--- src/rtl/rx_status_pkg.sv ---
package rx_status_pkg;

  typedef enum logic [1:0] {
    MODE_SYNC8     = 2'd0,
    MODE_ASYNC10   = 2'd1,
    MODE_ASYNC_PAR = 2'd2,
    MODE_MULTIDROP = 2'd3
  } rxMode_e;

  // strobes from control to the flag datapath
  typedef struct packed {
    logic load;     // character enters the data register
    logic setOvr;   // overrun character seen
    logic clrErr;   // armed data read clears error flags
    logic clrFull;  // data read empties the data register
    logic flush;    // any synchronous reset source
  } flagCtrl_t;

  localparam int BIT_TXDONE  = 0;
  localparam int BIT_TXEMPTY = 1;
  localparam int BIT_FULL    = 2;
  localparam int BIT_IDLE    = 3;
  localparam int BIT_OVR     = 4;
  localparam int BIT_PAR     = 5;
  localparam int BIT_FRAME   = 6;
  localparam int BIT_NINTH   = 7;
  localparam int LOW_W       = 8;

endpackage

--- src/rtl/rx_status_ctrl.sv ---
module rx_status_ctrl
  import rx_status_pkg::*;
(
  input  logic      clk,
  input  logic      rstN,
  input  logic      softReset,
  input  logic      unitReset,
  input  logic      stopCmd,
  input  logic      wordValid,
  input  logic      overrun,
  input  logic      statusRd,
  input  logic      dataRd,
  input  logic      feHeld,
  output flagCtrl_t ctrl,
  output logic      rxLoad
);

  logic armed;
  logic flush;

  always_comb begin
    flush        = softReset | unitReset | stopCmd;
    ctrl.flush   = flush;
    ctrl.load    = wordValid & ~overrun & ~feHeld & ~flush;
    ctrl.setOvr  = wordValid & overrun & ~flush;
    ctrl.clrErr  = dataRd & armed;
    ctrl.clrFull = dataRd;
    rxLoad       = ctrl.load;
  end

  // status read arms, data read disarms; a simultaneous status read re-arms
  always_ff @(posedge clk or negedge rstN) begin
    if (!rstN)         armed <= 1'b0;
    else if (flush)    armed <= 1'b0;
    else if (statusRd) armed <= 1'b1;
    else if (dataRd)   armed <= 1'b0;
  end

endmodule

--- src/rtl/rx_status_dp.sv ---
module rx_status_dp
  import rx_status_pkg::*;
#(
  parameter int STATUS_W = 24
) (
  input  logic                clk,
  input  logic                rstN,
  input  flagCtrl_t           ctrl,
  input  logic [1:0]          modeSel,
  input  logic                stopOk,
  input  logic                parityOk,
  input  logic                ninthBit,
  input  logic                idleIn,
  input  logic                txEmptyIn,
  input  logic                txDoneIn,
  output logic                feHeld,
  output logic [STATUS_W-1:0] statusWord
);

  localparam int HIGH_W = STATUS_W - LOW_W;

  rxMode_e mode;
  logic    isAsync, hasParity, isMultidrop;
  logic    fullQ, frameQ, parQ, ovrQ, ninthQ;

  always_comb begin
    mode        = rxMode_e'(modeSel);
    isAsync     = (mode != MODE_SYNC8);
    hasParity   = (mode == MODE_ASYNC_PAR);
    isMultidrop = (mode == MODE_MULTIDROP);
  end

  always_ff @(posedge clk or negedge rstN) begin
    if (!rstN) begin
      fullQ  <= 1'b0;
      frameQ <= 1'b0;
      parQ   <= 1'b0;
      ovrQ   <= 1'b0;
      ninthQ <= 1'b0;
    end else if (ctrl.flush) begin
      fullQ  <= 1'b0;
      frameQ <= 1'b0;
      parQ   <= 1'b0;
      ovrQ   <= 1'b0;
      ninthQ <= 1'b0;
    end else begin
      if (ctrl.load) begin
        fullQ  <= 1'b1;
        frameQ <= isAsync & ~stopOk;
        parQ   <= hasParity & ~parityOk;
        ninthQ <= isMultidrop & ninthBit;
      end else begin
        if (ctrl.clrFull) fullQ <= 1'b0;
        if (ctrl.clrErr) begin
          frameQ <= 1'b0;
          parQ   <= 1'b0;
        end
      end
      if (ctrl.setOvr)      ovrQ <= 1'b1;
      else if (ctrl.clrErr) ovrQ <= 1'b0;
    end
  end

  assign feHeld = frameQ;

  logic [LOW_W-1:0] lowByte;
  always_comb begin
    lowByte              = '0;
    lowByte[BIT_NINTH]   = ninthQ;
    lowByte[BIT_FRAME]   = frameQ;
    lowByte[BIT_PAR]     = parQ;
    lowByte[BIT_OVR]     = ovrQ;
    lowByte[BIT_IDLE]    = idleIn;
    lowByte[BIT_FULL]    = fullQ;
    lowByte[BIT_TXEMPTY] = txEmptyIn;
    lowByte[BIT_TXDONE]  = txDoneIn;
  end

  generate
    if (HIGH_W > 0) begin : g_wide
      assign statusWord = {{HIGH_W{1'b0}}, lowByte};
    end else begin : g_narrow
      assign statusWord = lowByte;
    end
  endgenerate

endmodule

--- src/rtl/rx_status_flags.sv ---
module rx_status_flags
  import rx_status_pkg::*;
#(
  parameter int STATUS_W = 24
) (
  input  logic                clk,
  input  logic                rstN,
  input  logic                softReset,
  input  logic                unitReset,
  input  logic                stopCmd,
  input  logic [1:0]          modeSel,
  input  logic                wordValid,
  input  logic                stopOk,
  input  logic                parityOk,
  input  logic                ninthBit,
  input  logic                overrun,
  input  logic                statusRd,
  input  logic                dataRd,
  input  logic                idleIn,
  input  logic                txEmptyIn,
  input  logic                txDoneIn,
  output logic                rxLoad,
  output logic [STATUS_W-1:0] statusWord
);

  flagCtrl_t ctrl;
  logic      feHeld;

  rx_status_ctrl u_ctrl (
    .clk(clk), .rstN(rstN),
    .softReset(softReset), .unitReset(unitReset), .stopCmd(stopCmd),
    .wordValid(wordValid), .overrun(overrun),
    .statusRd(statusRd), .dataRd(dataRd),
    .feHeld(feHeld), .ctrl(ctrl), .rxLoad(rxLoad)
  );

  rx_status_dp #(.STATUS_W(STATUS_W)) u_dp (
    .clk(clk), .rstN(rstN), .ctrl(ctrl),
    .modeSel(modeSel), .stopOk(stopOk), .parityOk(parityOk), .ninthBit(ninthBit),
    .idleIn(idleIn), .txEmptyIn(txEmptyIn), .txDoneIn(txDoneIn),
    .feHeld(feHeld), .statusWord(statusWord)
  );

endmodule

--- config.mk ---
export PLATFORM = sky130hd
export DESIGN_NAME = rx_status_flags
export DESIGN_NICKNAME = d
export VERILOG_FILES = /design/src/rtl/rx_status_pkg.sv /design/src/rtl/rx_status_ctrl.sv /design/src/rtl/rx_status_dp.sv /design/src/rtl/rx_status_flags.sv
export SDC_FILE = /design/constraint.sdc
export NUM_CORES = 1
export LEC_CHECK = 0
export BUFFER_PORTS_ARGS = -buffer_cell sky130_fd_sc_hd__buf_2
export CAP_MARGIN = 20
export CORE_UTILIZATION = 33
export CTS_BUF_LIST = sky130_fd_sc_hd__clkbuf_8
export CTS_CLUSTER_DIAMETER = 30
export DETAILED_ROUTE_END_ITERATION = 7
export PLACE_DENSITY = 0.85
export SLEW_MARGIN = 10
export SYNTH_ARGS = -nofsm -noshare
export SYNTH_HDL_FRONTEND = slang
export SYNTH_SLANG_ARGS = --single-unit
--- constraint.sdc ---
create_clock -name clk -period 1.4 [get_ports clk]
set_input_delay 0.21 -clock clk [delete_from_list [all_inputs] [get_ports clk]]
set_output_delay 0.21 -clock clk [all_outputs]
set_load 0.01 [all_outputs]
==> results of run 1 <==
[worst max-delay path, delay by kind of cell (launching register included)]
kind,cells,cell delay (ns)
buffers and inverters,1,0.13
DFF,1,0.38
and+or+nand+nor,2,0.49
[final cells by class]
cell class,instances,area share
multi-input cells,38,0.351
clock buffers,3,0.0805
flip-flops and latches,6,0.293
repair buffers,22,0.234
inverters,1,0.00732
well taps,14,0.0341
[logic make-up after synthesis]
logic type,synth area share
AOI/OAI and AO/OA,0.0718
DFF,0.331
other,0.00828
and+or+nand+nor,0.174
buffers and inverters,0.414
[report_power, final]
| part | internal (mW) | total [mW] | switching [mW] |
|---|---|---|---|
| registers | 0.177 | 0.178 | 0.00121 |
| clock network | 0.184 | 0.255 | 0.0703 |
| logic | 0.0262 | 0.0693 | 0.0431 |
[final timing paths]
| kind | startpoint | depth (start not counted) | to | slack (ns) |
|---|---|---|---|---|
| max | u_dp.feHeld$_DFFE_PN0P_ | 3 | rxLoad | -0.03 |
| min | statusRd | 3 | u_ctrl.armed$_DFFE_PN0P_ | 0.24 |
| max reg2reg | u_dp.feHeld$_DFFE_PN0P_ | 3 | u_dp.feHeld$_DFFE_PN0P_ | 0.03 |
| min reg2reg | u_dp.fullQ$_DFFE_PN0P_ | 2 | u_dp.fullQ$_DFFE_PN0P_ | 0.51 |
| max in group asynchronous | rstN | 2 | u_ctrl.armed$_DFFE_PN0P_ | 0.91 |
| min in group asynchronous | rstN | 2 | u_dp.parQ$_DFFE_PN0P_ | 0.35 |
[cell usage after synthesis (all sizes together)]
cell type | instances | share of area
buf | 24 | 0.40
dfrtp | 6 | 0.33
nor2 | 6 | 0.050
a21oi | 5 | 0.055
nand2 | 3 | 0.025
nand3 | 2 | 0.022
or3 | 2 | 0.028
a22oi | 1 | 0.017
clkbuf | 1 | 0.0083
conb | 1 | 0.0083
inv | 1 | 0.0083
nand4 | 1 | 0.014
nor3b | 1 | 0.017
or3b | 1 | 0.019
[sequential cells by signal, indices dropped and copies added, names as in the netlist]
register / cells
u_dp.parQ: 1
u_dp.feHeld: 1
u_dp.ninthQ: 1
u_ctrl.armed: 1
u_dp.ovrQ: 1
u_dp.fullQ: 1
[timing repair]
item / 4_1_cts / 5_1_grt
pin swaps: 2 / 1
hold buffers: 1 / 0
gates resized for setup: 2 / 1
hold endpoints to repair: 6 / 0
gates cloned: 0 / 0
setup buffers: 0 / 0
endpoints found under the setup margin: 1 / 2
[per-layer routing]
metal | vias to the layer above | part of all wire
li1 | 168 | -
met1 | 155 | 0.39
met2 | 24 | 0.51
met3 | 0 | 0.097
met4 | 0 | 0
met5 | - | 0
[through the flow]
step | worst slack, ns | TNS, ns
2_1_floorplan | 0.0808 | 0
3_3_place_gp | 0.0906 | 0
3_5_place_dp | 0.0278 | 0
4_1_cts | -0.0457 | -0.0457
5_1_grt | -0.0866 | -0.133
6_report | -0.0260 | -0.0260
==> summary.txt, run 1 <==
Layout
  • Final instance area: 513 sq um
  • Multi-input logic area: 180 sq um
  • # fillers: 123
  • Layout area overhead: 13.3%
  • Non-Filler Instances: 84
  • # nets final: 89
  • Final Core Density: 0.432
  • Commonest non-fill, non-tap cell in the layout: buf_2
  • Share of cells above drive strength 1: 0.386
  • ANT cells: 0
  • Reg area: 150 sq um
  • Commonest cells after routing, fill and taps aside: 19 x buf_2, 16 x conb_1, 6 x dfrtp_1

Timing
  • Worst hold margin: 0.237 ns
  • Period utilization: 1.02
  • Worst Clk Skew: 0.00299 ns
  • Fin crit period: 1.43 ns
  • Count of pins over their slew limit: 0
  • Final setup vio count: 1
  • Fin. Hold Viols: 0
  • FMAX: 701 MHz
  • Post-route setup slack: -0.0260 ns
  • Unrepaired setup endpoints after global routing: yes

Floorplan
  • Die width: 39.0 microns
  • Row count: 12
  • Core area: 1190 sq um
  • Effective utilization at floorplan: 0.382
  • Die height: 39.0 microns
  • # IOs: 42
  • Die ar.: 1520 sq um

GRT
  • Met2 Usage GRT: 0.179
  • Largest net degree at the start of global routing: 7
  • GR peak layer: met2
  • All-layer global routing usage: 0.110
  • GR Layer Usage met1: 0.125
  • Met3 usage: 0.0405
  • Gr ovfl total: 0
  • Initial antenna violation count: 0
  • Vias in the first global route: 277
  • Global-route wire length before repair: 1120 microns

CTS
  • TritonCTS clock tree: yes
  • Clk sinks: 6
  • Num CTS Buffers: 3
  • Clock latency on the worst-skew pair: 0.22 ns
  • CTS max path bufs: 2
  • H-Tree Depth: 1
  • CTS clk-pin slew, worst paths: 0.04 ns
  • Clk root buf: clkbuf_8

Setup path
  • Crit path launch type: flip-flop
  • CP required: 1.19 ns
  • Crit path DAT: 1.22 ns
  • CP endpoint kind: primary output
  • Slowest-stage cell, CP: or3b_4
  • CP Max Fanout: 4
  • Crit Path Class: flip-flop to primary output
  • Crit path cell chain: or3b_4 > nor2_2 > buf_2
  • Max stage delay on crit path: 0.40 ns

Route
  • Remaining DRCs: 0
  • Post-DRT Antenna Nets: 0
  • Vias/cell: 4.13
  • Routed length per instance: 9.86 microns
  • Iteration-0 DRC Markers: 6
  • Pre-Repair DR Iteration Count: 4
  • Via count: 347
  • Final wirelength: 828 microns

Pwr
  • Max VDD drop: 0.000616 V
  • Total power: 502 uW
  • Power Density: 978 nW/um^2
  • Leak pwr: 0.286 nW

Outcome
  • Status: complete, but fails checks
  • Failing checks: negative setup slack

Min path
  • HP Class: primary input to flip-flop

Placement
  • Final HPWL DP: 673 microns
  • Area of placed instances: 453 sq um
  • Buffers added on ports: 19
  • Placed cells: 80
  • Final Wtd Congestion: 0.752

Synth
  • Post-synthesis sequential area ratio: 0.331
  • Synthesis-stage register bit count: 6
  • Synth Instances: 55
  • Mapped cell area: 453 sq um
  • Cell variety after synth: 14
  • Syn_area_per_cell: 8.24 sq um
  • Ys Warns: 0

Flow run
  • Max-cap violations: 0
Note: power is estimated with default switching activity, not from simulation.
==> run 2: changes to the inputs <==
--- a/config.mk
+++ b/config.mk
@@ -5,13 +5,14 @@
 export SDC_FILE = /design/constraint.sdc
 export NUM_CORES = 1
 export LEC_CHECK = 0
+export ABC_AREA = 1
 export BUFFER_PORTS_ARGS = -buffer_cell sky130_fd_sc_hd__buf_2
 export CAP_MARGIN = 20
-export CORE_UTILIZATION = 33
+export CORE_UTILIZATION = 34
 export CTS_BUF_LIST = sky130_fd_sc_hd__clkbuf_8
 export CTS_CLUSTER_DIAMETER = 30
 export DETAILED_ROUTE_END_ITERATION = 7
-export PLACE_DENSITY = 0.85
+export PLACE_DENSITY_LB_ADDON = 0.1
 export SLEW_MARGIN = 10
 export SYNTH_ARGS = -nofsm -noshare
 export SYNTH_HDL_FRONTEND = slang
==> summary.txt, run 2 <==
Route
  • Remaining DRCs: 0
  • Routed length per instance: 8.70 microns
  • Iteration-0 DRC Markers: 1
  • Post-DRT Antenna Nets: 0
  • Vias/cell: 3.96
  • Final wirelength: 800 microns
  • Via count: 364
  • Pre-Repair DR Iteration Count: 2

Layout
  • Commonest non-fill, non-tap cell in the layout: buf_2
  • ANT cells: 0
  • Commonest cells after routing, fill and taps aside: 19 x buf_2, 16 x conb_1, 11 x nand2_1
  • Share of cells above drive strength 1: 0.351
  • Layout area overhead: 8.44%
  • Non-Filler Instances: 92
  • Final instance area: 531 sq um
  • # nets final: 96

Timing
  • Post-route setup slack: 0.106 ns
  • Fin crit period: 1.29 ns
  • Unrepaired setup endpoints after global routing: no
  • Count of pins over their slew limit: 0
  • Final setup vio count: 0
  • Fin. Hold Viols: 0
  • Worst Clk Skew: 0.00191 ns
  • Period utilization: 0.924
  • FMAX: 773 MHz
  • Sum of negative setup slack: 0 ns

Floorplan
  • Die width: 39.9 microns
  • Die ar.: 1590 sq um
  • Core area: 1320 sq um
  • Die height: 39.9 microns
  • Row count: 13
  • Effective utilization at floorplan: 0.371
  • # IOs: 42

CTS
  • H-Tree Depth: 1
  • PostCTS Resize Cnt: 0
  • Clk sinks: 6
  • Num CTS Buffers: 3
  • CTS max path bufs: 2
  • Clk root buf: clkbuf_8
  • CTS clk-pin slew, worst paths: 0.04 ns
  • Clock latency on the worst-skew pair: 0.23 ns
  • Setup Buffers After CTS: 0
  • TritonCTS clock tree: yes

Synth
  • Syn_area_per_cell: 7.77 sq um
  • Yosys top cell area share: 0.368
  • Post-synthesis sequential area ratio: 0.307
  • Synth area leader: buf_4
  • Synth Instances: 63
  • Post-synth EDFFs: 0
  • Synthesis-stage register bit count: 6
  • Synth top cells by count: 24 x buf_4, 11 x nand2_1, 6 x dfrtp_1, 4 x inv_1, 4 x nor2_1
  • Mapped cell area: 489 sq um
  • Synth Flop Type: dfrtp_1
  • Top cells by area, synth: buf_4 37%, dfrtp_1 31%, nand2_1 8.4%, a21oi_1 3.1%, inv_1 3.1%
  • Ys Warns: 0
  • Share of synthesized registers carrying an async set or reset: 1.00
  • Count leader, synth: buf_4
  • Cell variety after synth: 16

Setup path
  • CP endpoint kind: primary output
  • Crit path DAT: 1.08 ns
  • Max stage delay on crit path: 0.38 ns
  • CP Buf/Inv Count: 2
  • Crit path cell chain: inv_1 > nand3_2 > nor2_4 > buf_2
  • Crit path launch type: flip-flop
  • Slowest-stage cell, CP: dfrtp_1
  • R2R cell count: 5
  • Crit path depth: 4
  • CP required: 1.19 ns
  • CP delay by family, top: flip-flops
  • Crit Path Class: flip-flop to primary output
  • CP Max Fanout: 5

Placement
  • Placed cells: 88
  • DP Worst Slack: 0.336 ns
  • Area of placed instances: 479 sq um
  • Buffers added on ports: 19
  • Final HPWL DP: 632 microns
  • Final Wtd Congestion: 0.631

Outcome
  • Status: completed

GRT
  • Vias in the first global route: 278
  • All-layer global routing usage: 0.123
  • Global-route wire length before repair: 1180 microns
  • Largest net degree at the start of global routing: 7
  • Initial antenna violation count: 0
  • Met2 Usage GRT: 0.181
  • GR peak layer: met2
  • Gr ovfl total: 0
  • Met3 usage: 0.0667
  • GR Layer Usage met1: 0.123

Pwr
  • Total power: 515 uW
  • Leak pwr: 0.323 nW
  • Max VDD drop: 0.000459 V
  • Power Density: 970 nW/um^2

Min path
  • Hold-critical path depth: 3
  • HP Class: primary input to flip-flop

Flow run
  • Max-cap violations: 0
[run 2: layout make-up]
| class | count | area [sq um] |
|---|---|---|
| Fill cell | 152 | 787 |
| Multi-Input combinational cell | 43 | 196 |
| Sequential cell | 6 | 150 |
| Timing Repair Buffer | 20 | 105 |
| Clock buffer | 3 | 41.3 |
| Inverter | 5 | 18.8 |
| Tap cell | 15 | 18.8 |
[run 2: logic make-up (layout without fill, tap and decap cells)]
kind of cell	Yosys count	after routing	synth area share
DFF	6	6	0.307
other	1	16	0.00767
AOI/OAI and AO/OA	3	3	0.0307
buffers and inverters	29	28	0.407
and+or+nand+nor	24	24	0.248
[run 2: path summary, 6_finish.rpt]
path                                         start                  endpoint  slack, ns
max in group asynchronous                     rstN  u_ctrl.armed$_DFFE_PN0P_       0.91
min in group asynchronous                     rstN   u_dp.ninthQ$_DFFE_PN0P_       0.34
setup / recovery           u_dp.feHeld$_DFFE_PN0P_                    rxLoad       0.11
hold reg to reg            u_dp.ninthQ$_DFFE_PN0P_   u_dp.ninthQ$_DFFE_PN0P_       0.51
hold / removal                            statusRd  u_ctrl.armed$_DFFE_PN0P_       0.21
setup reg to reg           u_dp.feHeld$_DFFE_PN0P_   u_dp.ninthQ$_DFFE_PN0P_       0.50
[run 2: where the power goes]
group	internal (mW)	leakage (nW)	switching [mW]
clock network	0.185	0.0216	0.0821
registers	0.177	0.0832	0.00104
logic	0.0238	0.218	0.0457
total	0.386	0.323	0.129
[run 2: routing by layer]
| layer | share of wire | wire (microns) |
|---|---|---|
| met1 | 0.39 | 313 |
| met2 | 0.45 | 358 |
| met3 | 0.13 | 100 |
| met4 | 0.036 | 29 |
| met5 | 0 | 0 |
[run 2: worst reg2reg max path, stage by stage, from the launching register on]
cell and delay, ns:
dfrtp_1 0.38, inv_1 0.07, nand3_2 0.13, nor2_4 0.13
nand2_1 0.07, nand2_1 0.06
[run 2: timing repair]
action | in CTS | in global routing
setup endpoints to repair | 0 | 0
endpoints found under the hold margin | 6 | 0
hold buffers | 1 | 0
[run 2: through the flow]
stage	utilization	hold slack, ns
after global routing	0.403	0.249
after global placement	0.364	0.0421
after CTS	0.403	0.213
final	0.403	0.209
after floorplan	-	-0.0856
after detailed placement	0.364	0.0431
